===== config.mk =====
export PLATFORM = sky130hd
export DESIGN_NAME = alu_rc
export DESIGN_NICKNAME = d
export VERILOG_FILES = /design/src/rtl/alu_rc.sv
export SDC_FILE = /design/constraint.sdc
export NUM_CORES = 1
export LEC_CHECK = 0
export BUFFER_PORTS_ARGS = -buffer_cell sky130_fd_sc_hd__buf_2
export CORE_MARGIN = 4
export CORE_UTILIZATION = 59
export DETAILED_ROUTE_END_ITERATION = 7
export PLACE_DENSITY_LB_ADDON = 0.12
export SYNTH_ARGS = -nofsm -noshare
export SYNTH_HDL_FRONTEND = slang
export SYNTH_SLANG_ARGS = --single-unit

===== constraint.sdc =====
create_clock -name vclk -period 38.3
set_input_delay 5.745 -clock vclk [all_inputs]
set_output_delay 5.745 -clock vclk [all_outputs]
set_load 0.02 [all_outputs]

===== src/rtl/alu_rc.sv =====
module alu_rc #(
  parameter int WIDTH = 32
) (
  input  logic [3:0]       op,
  input  logic [WIDTH-1:0] opa,
  input  logic [WIDTH-1:0] opb,
  output logic [WIDTH-1:0] res,
  output logic             zero,
  output logic             ovf
);

  localparam int MSB = WIDTH - 1;

  logic             inv_a;
  logic             inv_b;
  logic [1:0]       sel;
  logic [WIDTH:0]   cy;
  logic [WIDTH-1:0] sum;
  logic             less;

  assign inv_a = op[3];
  assign inv_b = op[2];
  assign sel   = op[1:0];
  assign cy[0] = inv_b;

  for (genvar i = 0; i < WIDTH; i++) begin : g_slice
    logic xa, xb, hp, lt_in;
    assign xa        = opa[i] ^ inv_a;
    assign xb        = opb[i] ^ inv_b;
    assign hp        = xa ^ xb;
    assign sum[i]    = hp ^ cy[i];
    assign cy[i+1]   = (xa & xb) | (hp & cy[i]);
    if (i == 0) begin : g_lsb
      assign lt_in = less;
    end else begin : g_rest
      assign lt_in = 1'b0;
    end
    assign res[i] = (sel == 2'b00) ? (xa & xb) :
                    (sel == 2'b01) ? (xa | xb) :
                    (sel == 2'b10) ? sum[i]    : lt_in;
  end

  assign ovf  = cy[WIDTH] ^ cy[MSB];
  assign less = sum[MSB] ^ ovf;
  assign zero = ~|res;

  always_comb begin
    if (op == 4'b0010) begin

      add_sum_chk: assert (res == opa + opb) else $error("add result mismatch");

      add_mixed_sign_chk: assert (!(opa[MSB] != opb[MSB] && ovf)) else $error("add overflow on mixed signs");

      add_ovf_chk: assert (ovf == (opa[MSB] == opb[MSB] && res[MSB] != opa[MSB])) else $error("add overflow flag wrong");
    end
    if (op == 4'b0110) begin

      sub_diff_chk: assert (res == opa - opb) else $error("sub result mismatch");

      sub_same_sign_chk: assert (!(opa[MSB] == opb[MSB] && ovf)) else $error("sub overflow on equal signs");

      sub_zero_chk: assert (zero == (opa == opb)) else $error("zero flag wrong on sub");
    end
    if (op == 4'b0111) begin

      slt_value_chk: assert (res == {{MSB{1'b0}}, ($signed(opa) < $signed(opb))}) else $error("slt result wrong");
    end
    if (op == 4'b1100) begin

      nor_value_chk: assert (res == ~(opa | opb)) else $error("nor result wrong");
    end
  end

endmodule


==> results.sh, run 1 <==
export IMPL_finalCriticalPeriod_ps=28460
export IMPL_design_seq_count=0
export IMPL_gr_usage_all_layers=0.210
export IMPL_cap_violations=0
export IMPL_die_area_mm2=0.00676
export IMPL_synth_distinct_cells=26
export IMPL_grt_antenna_before_repair=0
export IMPL_syn_area_per_cell_um2=8.47
export IMPL_critPathCaptureType="output port"
export IMPL_critical_path_startpoint="op[3]"
export IMPL_grt_max_degree=78
export IMPL_globalRouteOverflowTotal=0
export IMPL_report_final_slew_viol_count=0
export IMPL_fillers=441
export IMPL_layout_drive_gt1_share=0.225
export IMPL_vias_per_cell=5.05
export IMPL_ys_top_cells_by_area="ha_1 (25%), fa_1 (20%), xor2_1 (18%)"
export IMPL_path_common_cell="fa_1"
export IMPL_synth_top_area_frac=0.246
export IMPL_cts_hold_buf=0
export IMPL_instances_no_fill=536
export IMPL_synth_cells=384
export IMPL_diodes=0
export IMPL_grt_pass1_wl_um=11500
export IMPL_finalCritPeriodShare=0.743
export IMPL_fp_row_count=26
export IMPL_hold_path_class="in -> out"
export IMPL_globalplace_congestion=0.807
export IMPL_register_area_um2=0
export IMPL_ant_nets=0
export IMPL_timing_hold_ws_ps=12160
export IMPL_area_growth_pct=15.5
export IMPL_ios=102
export IMPL_rsz0062_at_grt="no"
export IMPL_drt_initial_drc_count=75
export IMPL_die_h_um=82.2
export IMPL_crit_type="in -> out"
export IMPL_placed_cells=536
export IMPL_final_design_area_no_fill_mm2=0.00375
export IMPL_nClkBuffers=0
export IMPL_drc=0
export IMPL_synth_compound_area_frac=0.116
export IMPL_wl_per_cell_um=13.0
export IMPL_peakVddDrop_mv=0.00996
export IMPL_critical_path_buf_inv_count=6
export IMPL_critPathArrivalTime_ps=22710
export IMPL_fmax_mhz=35.1
export IMPL_yosys_area_share_xor_xnor=0.178
export IMPL_crit_cells=44
export IMPL_syn_area_mm2=0.00325
export IMPL_synth_mux_area_fraction=0.0308
export IMPL_dp_hpwl_um=5890
export IMPL_crit_family="adder cells"
export IMPL_max_slew_worst_pin_slew_ps=874
export IMPL_synthTopCellsByCount="inv_1 (77), xor2_1 (66), ha_1 (64)"
export IMPL_yosys_area_share_simple=0.107
export IMPL_endpoint="zero"
export IMPL_dpl_instance_area_mm2=0.00375
export IMPL_synth_most_common_cell="inv_1"
export IMPL_multiInputGateArea_mm2=0.00285
export IMPL_vias=2707
export IMPL_hold_viol_final=0
export IMPL_cts_resized=0
export IMPL_cpMaxStageDelayCell="or4_1"
export IMPL_p_total_mw=0.0699
export IMPL_leakage_nw=2.09
export IMPL_fin_tns_setup_ps=0
export IMPL_grt_pass1_vias=2683
export IMPL_drt_pass1_iterations=4
export IMPL_yosysWarnings=0
export IMPL_synth_top_family_by_area="adder cells"
export IMPL_status="finished clean"
export IMPL_p_per_area_mw_per_mm2=18.6
export IMPL_timing_slew_headroom=0.417
export IMPL_postCtsSetupBuffers=0
export IMPL_die_width_um=82.2
export IMPL_start_kind="input port"
export IMPL_drt_wl_total_um=6990
export IMPL_synth_fa_ha_area_frac=0.443
export IMPL_cp_required_ps=32550
export IMPL_floorplan_initialDensity=0.621
export IMPL_yosysTopAreaCell="ha_1"
export IMPL_portBuffers=102
export IMPL_cp_slowest_stage_delay_ps=530
export IMPL_fp_coreArea_mm2=0.00524
export IMPL_fin_nets=632
export IMPL_ys_seq_area_frac=0
export IMPL_setup_violations=0
export IMPL_synth_fp_nets=548
export IMPL_cp_max_fo=32
worst min path at each step:
stage | from | to | cells after the start
2_1_floorplan | op[1] | res[31] | 3
3_3_place_gp | opa[20] | res[20] | 6
3_5_place_dp | opa[10] | res[10] | 6
4_1_cts | opa[10] | res[10] | 6
5_1_grt | opa[23] | res[23] | 6
6_report | opa[23] | res[23] | 6
layout make-up:
cell class / instances / area share
Multi-Input combinational cell: 284 / 0.758
Tap cell: 70 / 0.0233
Inverter: 77 / 0.0770
Timing Repair Buffer: 105 / 0.142
logic make-up after synthesis:
group	count (synthesis)
buf+inv	100
fa+ha+maj	96
xor+xnor	66
compound gates	56
simple gates	56
mux	10
power breakdown:
| part | internal (mW) | total [mW] | switching [mW] | leakage, nW |
|---|---|---|---|---|
| logic | 0.0279 | 0.0699 | 0.0420 | 2.09 |
| clock network | 0 | 0 | 0 | 0 |
| registers | 0 | 0 | 0 | 0 |
layout by cell type, fill, tap and decap left out, drive strengths merged, types with 4 or more instances in the layout:
cell / n
o22ai: 10
mux2i: 10
fa: 32
buf: 105
inv: 77
o31a: 19
xor2: 66
nor2b: 40
or4: 5
o21ai: 23
ha: 64
nor4: 4
metrics by stage:
step | utilization | setup WS (ps)
2_1_floorplan | - | 10540
3_3_place_gp | 0.717 | 10060
3_5_place_dp | 0.717 | 9820
4_1_cts | 0.717 | 9750
5_1_grt | 0.717 | 9000
6_report | 0.717 | 9840
metal layers:
layer,global-route usage,part of all wire,up-vias
met1,0.278,0.43,1264
met4,0.0332,0.016,0
met5,0,0,-
li1,-,-,1348
met2,0.389,0.50,84
met3,0.00434,0.052,11
worst min-delay path, delay by kind of cell:
| kind | cells | cell delay [ps] |
|---|---|---|
| buffers and inverters | 3 | 330 |
| adders and majority gates | 1 | 180 |
| AOI/OAI and AO/OA | 1 | 80 |
| xor gates and xnor gates | 1 | 70 |
Note: power is estimated with default switching activity, not from simulation.
==> run 2: changes to the inputs <==
--- a/config.mk
+++ b/config.mk
@@ -5,9 +5,10 @@
 export SDC_FILE = /design/constraint.sdc
 export NUM_CORES = 1
 export LEC_CHECK = 0
+export ABC_AREA = 1
 export BUFFER_PORTS_ARGS = -buffer_cell sky130_fd_sc_hd__buf_2
 export CORE_MARGIN = 4
-export CORE_UTILIZATION = 59
+export CORE_UTILIZATION = 50
 export DETAILED_ROUTE_END_ITERATION = 7
 export PLACE_DENSITY_LB_ADDON = 0.12
 export SYNTH_ARGS = -nofsm -noshare
==> constraint.sdc (replaced) <==
create_clock -name vclk -period 26.1
set_input_delay 3.915 -clock vclk [all_inputs]
set_output_delay 3.915 -clock vclk [all_outputs]
set_load 0.02 [all_outputs]
==> results.sh, run 2 <==
export IMPL_p_total_mw=0.110
export IMPL_fillers=650
export IMPL_leakage_nw=2.23
export IMPL_globalplace_congestion=0.778
export IMPL_p_switching_mw=0.0673
export IMPL_fin_tns_setup_ps=0
export IMPL_yosysTopAreaCell="ha_1"
export IMPL_ant_nets=0
export IMPL_fmax_mhz=41.8
export IMPL_vias_per_cell=4.49
export IMPL_critPathArrivalTime_ps=20030
export IMPL_dp_hpwl_um=6240
export IMPL_cts_hold_buf=0
export IMPL_max_slew_worst_pin_slew_ps=1050
export IMPL_layout_commonest_cell="inv_1"
export IMPL_postCtsSetupBuffers=0
export IMPL_hold_path_class="in -> out"
export IMPL_critPathCaptureType="output port"
export IMPL_floorplan_initialDensity=0.515
export IMPL_wl_per_cell_um=11.5
export IMPL_utilization=0.602
export IMPL_drt_wl_total_um=7320
export IMPL_portBuffers=102
export IMPL_drt_pass1_iterations=4
export IMPL_register_area_um2=0
export IMPL_syn_area_mm2=0.00327
export IMPL_crit_type="in -> out"
export IMPL_report_final_slew_viol_count=0
export IMPL_globalRouteOverflowTotal=0
export IMPL_diodes=0
export IMPL_grt_max_degree=25
export IMPL_sw_frac_of_total=0.611
export IMPL_hold_viol_final=0
export IMPL_synth_most_common_cell="inv_1"
export IMPL_pwr_share_seq=0
export IMPL_path_common_cell="fa_1"
export IMPL_drc=0
export IMPL_area_growth_pct=17.0
export IMPL_synth_top_area_frac=0.245
export IMPL_die_width_um=88.9
export IMPL_hold_depth=4
export IMPL_instances_no_fill=634
export IMPL_p_per_area_mw_per_mm2=28.8
export IMPL_p_int_mw=0.0429
export IMPL_fp_coreArea_mm2=0.00635
export IMPL_pwr_share_clk=0
export IMPL_gr_usage_all_layers=0.190
export IMPL_die_area_mm2=0.00790
export IMPL_fp_row_count=29
export IMPL_layout_common_cells="inv_1 (121), buf_2 (102), nand2_1 (92), xnor2_1 (64), ha_1 (64)"
export IMPL_synth_cells=469
export IMPL_vias=2846
export IMPL_peakVddDrop_mv=0.0191
export IMPL_synth_distinct_cells=18
export IMPL_finalCriticalPeriod_ps=23950
export IMPL_cpMaxStageDelayCell="fa_1"
export IMPL_cp_required_ps=22180
export IMPL_cts_resized=0
export IMPL_grt_pass1_wl_um=12300
export IMPL_ys_top_cells_by_area="ha_1 (24%), fa_1 (20%), xnor2_1 (17%)"
export IMPL_holdPathEnd="res[4]"
export IMPL_layout_drive_gt1_share=0.197
export IMPL_syn_area_per_cell_um2=6.97
export IMPL_rsz0062_at_grt="no"
export IMPL_cp_max_fo=17
export IMPL_die_h_um=88.9
export IMPL_setup_violations=0
export IMPL_ys_seq_area_frac=0
export IMPL_timing_slew_headroom=0.302
export IMPL_ios=102
export IMPL_status="finished clean"
export IMPL_hp_start="op[1]"
export IMPL_combPwrFrac=1.000
export IMPL_cap_violations=0
export IMPL_start_kind="input port"
export IMPL_nClkBuffers=0
export IMPL_grt_pass1_vias=2860
export IMPL_grt_antenna_before_repair=0
export IMPL_yosysWarnings=0
export IMPL_finalCritPeriodShare=0.918
export IMPL_placed_cells=634
export IMPL_synthTopCellsByCount="inv_1 (121), nand2_1 (92), ha_1 (64), xnor2_1 (64), nand3_1 (35)"
export IMPL_cp_slowest_stage_delay_ps=500
export IMPL_drt_initial_drc_count=52
export IMPL_synth_fp_nets=633
export IMPL_design_seq_count=0
export IMPL_fin_nets=723
## run 2: cell types whose count changed after synthesis, moves of 10 or more
cell,before,now
nor2_1,1,27
o31a_1,19,0
xor2_1,66,1
nand3_1,0,35
mux2i_1,10,0
inv_1,77,121
nor2b_1,40,0
nand2_1,3,92
xnor2_1,0,64
o21ai_0,15,2
o22ai_1,10,0
## run 2: kinds of logic after synthesis
group / Yosys count / synth area share
AOI/OAI and AO/OA: 5 / 0.00842
adders and majority gates: 96 / 0.441
and+or+nand+nor: 164 / 0.212
buffers and inverters: 139 / 0.165
xor gates and xnor gates: 65 / 0.174
## run 2: worst max-delay path by stage
stage                     start    to  slack, ps  cells past startpoint
final                     op[3]  zero       2150                     44
after global routing      op[3]  zero       1350                     44
after CTS                 op[3]  zero       1990                     44
after detailed placement  op[3]  zero       2020                     44
after global placement    op[3]  zero       2200                     44
after floorplan           op[3]  zero       2640                     42
## run 2: layout make-up
class | count | area [µm²] | area share
Inverter | 122 | 458 | 0.120
Multi-Input combinational cell | 330 | 2740 | 0.716
Tap cell | 77 | 96.3 | 0.0252
Timing Repair Buffer | 105 | 533 | 0.139
## run 2: power groups by stage
stage | clock network (mW) | registers [mW] | logic [mW]
3_3_place_gp | 0 | 0 | 0.109
6_report | 0 | 0 | 0.110
3_5_place_dp | 0 | 0 | 0.112
5_1_grt | 0 | 0 | 0.128
2_1_floorplan | 0 | 0 | 0.0813
4_1_cts | 0 | 0 | 0.112
## run 2: through the flow
| stage | hold slack (ps) | instance area [µm²] | setup slack (ps) |
|---|---|---|---|
| finish | 8340 | 3820 | 2150 |
| global route | 8380 | 3820 | 1350 |
| CTS | 8340 | 3820 | 1990 |
| detailed placement | 8340 | 3820 | 2020 |
| global placement | 8340 | 3820 | 2200 |
| floorplan | 8080 | 3270 | 2640 |
## run 2: worst max-delay path, delay by kind of cell
family,cells,cell delay [ps]
and+or+nand+nor,9,800
buffers and inverters,3,690
xor gates and xnor gates,1,210
adders and majority gates,31,14390
## run 2: layer usage
metal	global-route usage	wire [µm]
met1	0.255	3260
met4	0.0165	38
met2	0.350	3670
met5	0	0
met3	0.00931	351
==> run 3: changes to the inputs <==
==> constraint.sdc (replaced) <==
create_clock -name vclk -period 26.1
set_input_delay 3.915 -clock vclk [all_inputs]
set_output_delay 3.915 -clock vclk [all_outputs]
set_load 0.05 [all_outputs]
==> results.sh, run 3 (same netlist as run 2, synthesis figures left out) <==
export IMPL_status="finished clean"
export IMPL_diodes=0
export IMPL_cts_resized=0
export IMPL_grt_pass1_wl_um=12300
export IMPL_cp_max_fo=17
export IMPL_hold_viol_final=0
export IMPL_report_final_slew_viol_count=0
export IMPL_p_per_area_mw_per_mm2=34.4
export IMPL_design_seq_count=0
export IMPL_portBuffers=102
export IMPL_timing_slew_headroom=0.315
export IMPL_cpMaxStageDelayCell="fa_1"
export IMPL_setup_violations=0
export IMPL_fin_nets=723
export IMPL_dpl_instance_area_mm2=0.00382
export IMPL_critPathCaptureType="output port"
export IMPL_hp_start="op[1]"
export IMPL_die_area_mm2=0.00790
export IMPL_fin_tns_setup_ps=0
export IMPL_drt_pass1_iterations=4
export IMPL_ant_nets=0
export IMPL_grt_max_degree=25
export IMPL_hold_path_class="in -> out"
export IMPL_drt_wl_total_um=7070
export IMPL_cp_slowest_stage_delay_ps=500
export IMPL_vias=2858
export IMPL_grt_antenna_before_repair=0
export IMPL_critPathArrivalTime_ps=20110
export IMPL_die_h_um=88.9
export IMPL_die_width_um=88.9
export IMPL_drc=0
export IMPL_drt_initial_drc_count=101
export IMPL_postCtsSetupBuffers=0
export IMPL_path_common_cell="fa_1"
export IMPL_fp_coreArea_mm2=0.00635
export IMPL_cp_required_ps=22180
export IMPL_dp_hpwl_um=6070
export IMPL_hold_depth=4
export IMPL_crit_type="in -> out"
export IMPL_grt_pass1_vias=2791
export IMPL_layout_common_cells="inv_1 (121), buf_2 (102), nand2_1 (92), xnor2_1 (64), ha_1 (64)"
export IMPL_layout_drive_gt1_share=0.197
export IMPL_fmax_mhz=41.6
export IMPL_rsz0062_at_grt="no"
export IMPL_final_design_area_no_fill_mm2=0.00382
export IMPL_nClkBuffers=0
export IMPL_vias_per_cell=4.51
export IMPL_layout_commonest_cell="inv_1"
export IMPL_crit_family="adder cells"
export IMPL_critical_path_buf_inv_count=3
export IMPL_finalCritPeriodShare=0.920
export IMPL_holdPathEnd="res[4]"
export IMPL_gr_usage_all_layers=0.189
export IMPL_start_kind="input port"
export IMPL_area_growth_pct=17.0
export IMPL_ios=102
export IMPL_leakage_nw=2.23
export IMPL_wl_per_cell_um=11.1
export IMPL_register_area_um2=0
export IMPL_peakVddDrop_mv=0.0243
export IMPL_globalplace_congestion=0.787
export IMPL_cts_hold_buf=0
export IMPL_fp_row_count=29
export IMPL_floorplan_initialDensity=0.515
export IMPL_cap_violations=0
export IMPL_max_slew_worst_pin_slew_ps=1030
export IMPL_globalRouteOverflowTotal=0
export IMPL_finalCriticalPeriod_ps=24020
-- run 3: per-layer routing --
metal,vias to the layer above,global-route usage,share of wire
li1,1500,-,-
met1,1285,0.266,0.46
met2,69,0.331,0.48
met3,4,0.0112,0.053
met4,0,0.0179,0.0059
met5,-,0,0
-- run 3: area by class of cell --
cell class / instances / area (µm²)
Fill cell: 617 / 2530
Tap cell: 77 / 96.3
Timing Repair Buffer: 105 / 533
Multi-Input combinational cell: 330 / 2740
Inverter: 122 / 458
-- run 3: metrics by stage --
stage          hold WS [ps]  cells  setup slack (ps)  power (mW)   util
4_1_cts                8400    634              1900       0.134  0.602
3_3_place_gp           8390    634              2110       0.131  0.602
5_1_grt                8430    634              1250       0.150  0.602
3_5_place_dp           8400    634              1920       0.133  0.602
2_1_floorplan          8270    469              1990       0.103      -
6_report               8390    634              2080       0.131  0.602
-- run 3: where the power goes --
| group | switching, mW | total [mW] | internal (mW) | leakage (nW) |
|---|---|---|---|---|
| clock | 0 | 0 | 0 | 0 |
| combinational | 0.0887 | 0.131 | 0.0427 | 2.23 |
| sequential | 0 | 0 | 0 | 0 |
| total | 0.0887 | 0.131 | 0.0427 | 2.23 |
-- run 3: worst max path at each step --
stage | start | endpoint | cells after the start
after floorplan | op[3] | zero | 42
after CTS | op[3] | zero | 44
after detailed placement | op[3] | zero | 44
final | op[3] | zero | 44
after global placement | op[3] | zero | 44
after global routing | op[3] | zero | 44
